$ cat src/rtl/seg_load_pkg.sv
package seg_load_pkg;

    typedef enum logic {
        ST_IDLE = 1'b0,
        ST_DONE = 1'b1
    } chk_state_e;

    typedef enum logic [2:0] {
        FC_NONE    = 3'd0,
        FC_CS_LOAD = 3'd1,
        FC_NULL_SS = 3'd2,
        FC_KIND    = 3'd3,
        FC_PRIV    = 3'd4,
        FC_ABSENT  = 3'd5,
        FC_BAD_TGT = 3'd6
    } fault_e;

    typedef enum logic [1:0] {
        DK_DATA    = 2'd0,
        DK_CODE_NC = 2'd1,
        DK_CODE_CF = 2'd2,
        DK_SYSTEM  = 2'd3
    } dkind_e;

    typedef enum logic [1:0] {
        TC_DATA_REG = 2'd0,
        TC_STACK    = 2'd1,
        TC_CODE     = 2'd2,
        TC_INVALID  = 2'd3
    } tclass_e;

    localparam logic [2:0] TGT_ES = 3'd0;
    localparam logic [2:0] TGT_CS = 3'd1;
    localparam logic [2:0] TGT_SS = 3'd2;
    localparam logic [2:0] TGT_DS = 3'd3;
    localparam logic [2:0] TGT_FS = 3'd4;
    localparam logic [2:0] TGT_GS = 3'd5;

endpackage

$ cat src/rtl/sel_decode.sv
module sel_decode #(
    parameter int SEL_W = 16,
    parameter int RPL_W = 2,
    localparam int IDX_W = SEL_W - RPL_W - 1
) (
    input  logic [SEL_W-1:0] sel,
    output logic [IDX_W-1:0] index,
    output logic             ti,
    output logic [RPL_W-1:0] rpl,
    output logic             is_null
);
    assign index   = sel[SEL_W-1:RPL_W+1];
    assign ti      = sel[RPL_W];
    assign rpl     = sel[RPL_W-1:0];
    assign is_null = (sel[SEL_W-1:RPL_W] == '0);
endmodule

$ cat src/rtl/tgt_classify.sv
module tgt_classify
    import seg_load_pkg::*;
(
    input  logic [2:0] target,
    output tclass_e    tclass
);
    always_comb begin
        unique case (target)
            TGT_ES, TGT_DS, TGT_FS, TGT_GS: tclass = TC_DATA_REG;
            TGT_SS:                         tclass = TC_STACK;
            TGT_CS:                         tclass = TC_CODE;
            default:                        tclass = TC_INVALID;
        endcase
    end
endmodule

$ cat src/rtl/priv_rules.sv
module priv_rules
    import seg_load_pkg::*;
#(
    parameter int RPL_W = 2
) (
    input  tclass_e          tclass,
    input  logic             is_null,
    input  logic [RPL_W-1:0] rpl,
    input  logic [RPL_W-1:0] cpl,
    input  logic [RPL_W-1:0] dpl,
    input  logic             present,
    input  dkind_e           kind,
    input  logic             readable,
    input  logic             writable,
    output fault_e           code
);
    logic stack_kind_bad;
    logic stack_priv_bad;
    logic data_kind_bad;
    logic data_priv_bad;

    assign stack_kind_bad = (kind != DK_DATA) || !writable;
    assign stack_priv_bad = (rpl != cpl) || (dpl != cpl);
    assign data_kind_bad  = (kind == DK_SYSTEM) || ((kind != DK_DATA) && !readable);
    assign data_priv_bad  = (kind != DK_CODE_CF) && ((rpl > dpl) || (cpl > dpl));

    always_comb begin
        code = FC_NONE;
        unique case (tclass)
            TC_INVALID: code = FC_BAD_TGT;
            TC_CODE:    code = FC_CS_LOAD;
            TC_STACK: begin
                if (is_null)             code = FC_NULL_SS;
                else if (stack_kind_bad) code = FC_KIND;
                else if (stack_priv_bad) code = FC_PRIV;
                else if (!present)       code = FC_ABSENT;
            end
            TC_DATA_REG: begin
                if (is_null)             code = FC_NONE;
                else if (data_kind_bad)  code = FC_KIND;
                else if (data_priv_bad)  code = FC_PRIV;
                else if (!present)       code = FC_ABSENT;
            end
            default: code = FC_BAD_TGT;
        endcase
    end
endmodule

$ cat src/rtl/seg_load_guard.sv
module seg_load_guard
    import seg_load_pkg::*;
#(
    parameter int SEL_W = 16,
    parameter int RPL_W = 2,
    localparam int IDX_W = SEL_W - RPL_W - 1
) (
    input  logic             clk,
    input  logic             rst_n,
    input  logic             ld_valid,
    input  logic [2:0]       ld_target,
    input  logic [SEL_W-1:0] ld_sel,
    input  logic [RPL_W-1:0] cur_cpl,
    input  logic             dsc_present,
    input  logic [1:0]       dsc_kind,
    input  logic             dsc_readable,
    input  logic             dsc_writable,
    input  logic [RPL_W-1:0] dsc_dpl,
    output logic             res_done,
    output logic             res_accept,
    output logic             res_fault,
    output logic [2:0]       res_code,
    output logic [IDX_W-1:0] res_index,
    output logic             res_ti,
    output logic [RPL_W-1:0] res_rpl
);
    chk_state_e       state_q, state_d;
    tclass_e          tclass;
    fault_e           verdict;
    fault_e           code_q;
    logic [IDX_W-1:0] dec_index;
    logic             dec_ti;
    logic [RPL_W-1:0] dec_rpl;
    logic             dec_null;

    sel_decode #(.SEL_W(SEL_W), .RPL_W(RPL_W)) u_dec (
        .sel     (ld_sel),
        .index   (dec_index),
        .ti      (dec_ti),
        .rpl     (dec_rpl),
        .is_null (dec_null)
    );

    tgt_classify u_cls (
        .target (ld_target),
        .tclass (tclass)
    );

    priv_rules #(.RPL_W(RPL_W)) u_rules (
        .tclass   (tclass),
        .is_null  (dec_null),
        .rpl      (dec_rpl),
        .cpl      (cur_cpl),
        .dpl      (dsc_dpl),
        .present  (dsc_present),
        .kind     (dkind_e'(dsc_kind)),
        .readable (dsc_readable),
        .writable (dsc_writable),
        .code     (verdict)
    );

    // next-state logic
    always_comb begin
        state_d = state_q;
        unique case (state_q)
            ST_IDLE: if (ld_valid)  state_d = ST_DONE;
            ST_DONE: if (!ld_valid) state_d = ST_IDLE;
            default: state_d = ST_IDLE;
        endcase
    end

    // state register
    always_ff @(posedge clk or negedge rst_n) begin
        if (!rst_n) state_q <= ST_IDLE;
        else        state_q <= state_d;
    end

    // result registers
    always_ff @(posedge clk or negedge rst_n) begin
        if (!rst_n) begin
            res_accept <= 1'b0;
            res_fault  <= 1'b0;
            code_q     <= FC_NONE;
            res_index  <= '0;
            res_ti     <= 1'b0;
            res_rpl    <= '0;
        end else if (ld_valid) begin
            res_accept <= (verdict == FC_NONE);
            res_fault  <= (verdict != FC_NONE);
            code_q     <= verdict;
            res_index  <= dec_index;
            res_ti     <= dec_ti;
            res_rpl    <= dec_rpl;
        end else begin
            res_accept <= 1'b0;
            res_fault  <= 1'b0;
            code_q     <= FC_NONE;
        end
    end

    assign res_done = (state_q == ST_DONE);
    assign res_code = code_q;
endmodule

$ cat config.mk
export PLATFORM = sky130hd
export DESIGN_NAME = seg_load_guard
export DESIGN_NICKNAME = d
export VERILOG_FILES = /design/src/rtl/seg_load_pkg.sv /design/src/rtl/sel_decode.sv /design/src/rtl/tgt_classify.sv /design/src/rtl/priv_rules.sv /design/src/rtl/seg_load_guard.sv
export SDC_FILE = /design/constraint.sdc
export NUM_CORES = 1
export LEC_CHECK = 0
export BUFFER_PORTS_ARGS = -buffer_cell sky130_fd_sc_hd__buf_2
export CORE_MARGIN = 2
export CORE_UTILIZATION = 45
export DETAILED_ROUTE_END_ITERATION = 10
export MAX_ROUTING_LAYER = met4
export PLACE_DENSITY = 0.78
export SYNTH_ARGS = -nofsm -noshare
export SYNTH_HDL_FRONTEND = slang
export SYNTH_SLANG_ARGS = --single-unit
$ cat constraint.sdc
create_clock -name clk -period 1 [get_ports clk]
set_clock_uncertainty 0.1 [all_clocks]
set_input_delay 0.1 -clock clk [delete_from_list [all_inputs] [get_ports clk]]
set_output_delay 0.1 -clock clk [all_outputs]
set_load 0.01 [all_outputs]
==> impl_summary.md <==
GRT
For this run, global-route usage on met2 was measured as 35.4%. For this run, global-route usage on met3 was measured as 3.89%. The global routing stage identified its most utilized layer as met2.

Global routing consumed, over all layers together, 19.2% of the routing resources. The wire length of the first global-routing pass is 3950 um. The largest net degree at the start of global routing is 23.

The via count of the first global-routing pass is 991. The initial antenna violation count is 0. In the global route stage, met1 resource usage came out at 21.5%. For this run the aggregate overflow at the end of global routing stands at 0.

Layout
The antenna diode instance count is 0. The most common cell after layout, fill and taps aside is sky130_fd_sc_hd__buf_2. Compared with the post-synthesis result, the final layout area differs by 62.9%.

The final design instance area without fill is ~1800 sq um. The total number of nets in the final design is approximately 210. Leaving out fill and tap cells, the most frequent cells in the layout are sky130_fd_sc_hd__buf_2 (46), sky130_fd_sc_hd__dfrtp_1 (22), sky130_fd_sc_hd__dlygate4sd3_1 (17). At the end of the flow the core is filled with cells to 75.7%. Of the cells placed in the final design, the portion with a size suffix greater than 1 is 57.3%.

Routing
The detailed-router iteration count before antenna repair is 4. The first routing iteration left 30 violations. The DRC violation count after routing is 0. The detailed router placed approximately 1000 vias in this run. The average routed wire per standard cell is 13.4 um. The number of antenna-violating nets in the routed design is 0.

The overall routed net length is 2700 um. In the routed layout, each cell is associated on average with a via count of roughly 5.1.

Timing
The peak clock frequency supported by timing is 689 MHz. The final period utilization is 145%. The final worst setup slack is -0.452 ns. The max-slew violation count is 0. The tightest hold margin is 0.0518 ns. Setup repair after global routing could not meet its margin everywhere. The hold violation count in the final report was 0. The worst path in the final design needs a cycle of between 1 and 1.5 ns, including I/O delays and setup. The count of final setup violators is 25.

In this run the tightest slew margin relative to its limit is 69.1%. At the pin with the least slew margin, the transition time is 0.464 ns.

Yosys
Summing the sequential cell areas from Yosys gives 48.7% of the chip area. Counting distinct cell types in the post-synthesis netlist gives 31. The leading area contributor after synthesis is sky130_fd_sc_hd__dfrtp_1. The number of nets in the synthesized netlist is 127. Synthesis produced a netlist whose cell count is 92. The per-instance average area after synthesis is 12.3 sq um.

The flip-flop and latch count after synthesis is 22. During synthesis, Yosys emitted a total of 0 warnings. The cell area after synthesis is about 1100 sq um. Sorting the synthesized cells by area gives the leading types as sky130_fd_sc_hd__dfrtp_1 (49%), sky130_fd_sc_hd__mux2_2 (16%), sky130_fd_sc_hd__ha_1 (4.4%), sky130_fd_sc_hd__nor4_2 (3.3%), sky130_fd_sc_hd__inv_1 (2.0%). Of the post-synthesis cell area, the dominant cell type holds between 40% and 50%.

Outcome
The final reports fail on setup timing. The run finished, with violations left.

Power and ir drop
The worst-case IR drop observed on VDD is 0.989 mV. The power spent charging and discharging nets is between 0.5 and 0.6 mW. The fraction of power consumed by sequential logic is 44.2%.

The share of total power dissipated in the clock network is 28.7%. The internal portion of the total power is 1.72 mW. The share of total power consumed by net switching is 24.8%.

The leakage power is 0.871 nW. Power spread over the standard cell area amounts to roughly 1200 nW/um^2. Of the total power, combinational logic draws about 27%.

Floorplanning
Pin placement for this block handled 53 I/O pins. The initialized floorplan defines 18 standard-cell rows. Once the floorplan was initialized, standard cells occupied a little under half of the core. The die is approximately 54 um tall. Measured along the x axis, the die boundary spans roughly 54 um. The floorplan step defined a die boundary enclosing 2930 sq um.

The floorplan step defined a core boundary enclosing 2430 sq um.

Critical path
Of all nets on the critical path, the largest fanout is 3. The required time of the worst setup path is about 1.1 ns. For the worst setup path, the data arrival time is 1.54 ns.

Traced cell by cell, the critical path runs through buf_2, ha_1, nand2_2, or3_4, a32oi_2, o41ai_2, o31a_1. The maximum cell stage delay along the critical path is 0.34 ns. The worst setup path is of the input pin to flip-flop kind. Counting cells, the worst reg-to-reg path comes to 2. The sort of element at the end of the critical path is a flip-flop. The worst register-to-register path ends at res_index[10].

The worst register-to-register path has a setup slack of 0.03 ns. In this run the critical register-to-register path is launched from res_index[10]. The element type at the critical path start is an input pin. The standard cell with the maximum stage delay on the critical path is sky130_fd_sc_hd__or3_4.

Clock network
The deepest level of the CTS H-tree is 1. Counting along the longest clock path gives a buffer depth of 2. Counting the buffers created by CTS gives 3. Clock tree synthesis selected as its root buffer the cell sky130_fd_sc_hd__clkbuf_4.

The clock insertion delay at the later pin of the skew report is 0.29 ns. Clock-pin slew was measured on the worst setup and hold paths at 0.12 ns. The tree built by TritonCTS fans out to 22 sinks.

TritonCTS built the clock tree.

Job
The count of max-cap constraint violations is 0.

Placement
The worst-case setup slack after placement is -0.842 ns. The final estimated routing congestion in global placement is 0.826. Detailed placement finished with a half-perimeter wire length of 1930 um. Summing all placed instances gives a cell area of between 1500 and 2000 sq um. The port buffer count is 52.

Worst hold path
The worst-case hold path end point is res_rpl[1]. The worst hold path begins at ld_sel[1]. Counting instances, the worst hold path has a depth of 3. The class of the most critical hold timing path is input pin to flip-flop.
## power by group through the flow
stage | Sequential [mW] | Combinational, mW | Clock [mW]
after CTS | 1.01 | 0.579 | 0.663
final | 1.01 | 0.619 | 0.654
after global routing | 1.02 | 0.669 | 0.711
after detailed placement | 1.02 | 0.499 | 0
after global placement | 1.02 | 0.480 | 0
after floorplan | 1.07 | 0.209 | 0
## flip-flops by register name, summed over array words and instances, names as in the netlist
name        cells
res_index      13
res_code        3
res_rpl         2
res_accept      1
res_done        1
res_fault       1
res_ti          1
## how the worst max path moves through the flow
stage,startpoint,end,slack (ns)
CTS,dsc_dpl[1],res_fault,-0.44
global route,dsc_dpl[1],res_code[2],-0.46
global placement,dsc_dpl[1],res_fault,-0.76
finish,dsc_dpl[0],res_fault,-0.45
detailed placement,dsc_dpl[1],res_fault,-0.84
floorplan,dsc_dpl[1],res_fault,-0.53
## critical path, delay by kind of cell
| family | cells | cell delay, ns |
|---|---|---|
| AOI/OAI and AO/OA | 3 | 0.65 |
| adders and majority gates | 1 | 0.28 |
| buffers and inverters | 1 | 0.11 |
| and+or+nand+nor | 2 | 0.41 |
## cells by family after synthesis
| family | Yosys count | share of synthesized area [%] |
|---|---|---|
| xor+xnor | 2 | 1.55 |
| fa+ha+maj | 5 | 5.32 |
| flops | 22 | 48.7 |
| simple gates | 25 | 15.2 |
| buf+inv | 8 | 3.32 |
| compound gates | 14 | 9.97 |
| mux | 16 | 15.9 |
## cells in the mapped netlist, drive strengths merged
library cell	number
nor4	3
a32oi	1
a211o	1
inv	6
o211ai	2
nor3	1
a21oi	1
a221o	1
dfrtp	22
a21boi	1
nand2b	3
nor4b	1
nor2b	3
nor2	4
o21ai	3
nand2	3
and3	1
mux2	16
and2	3
and4	1
ha	4
o41ai	1
o31a	1
a31oi	1
or3	1
or2	1
maj3	1
buf	2
o21a	1
xor2	2
## per-layer routing
layer  share of wire [%]  wire length [um]
met1                  42              1120
met5                   0                 0
met4                 1.3                34
met3                 6.7               180
met2                  50              1360
## stage by stage
stage	cells	total power [mW]	setup TNS, ns
after floorplan	92	1.27	-2.01
after global placement	178	1.50	-3.29
after detailed placement	178	1.52	-3.56
after CTS	197	2.25	-2.24
after global routing	201	2.40	-3.37
final	201	2.28	-2.28
## area by class of cell
| type | instances | area (sq um) |
|---|---|---|
| multi-input combinational | 62 | 621 |
| fill | 173 | 592 |
| sequential | 22 | 551 |
| timing repair buffer | 77 | 544 |
| tap | 30 | 37.5 |
| inverter | 6 | 35.0 |
| clock inverter | 1 | 30.0 |
| clock buffer | 3 | 22.5 |
## repair_timing
action                                 CTS  global route
setup buffers                            0             2
endpoints found under the hold margin   36             2
resized for setup                       14             4
setup endpoints to repair               27            27
hold buffers                            15             2
pin swaps                               14             5
(Power assumes the default switching activity.)
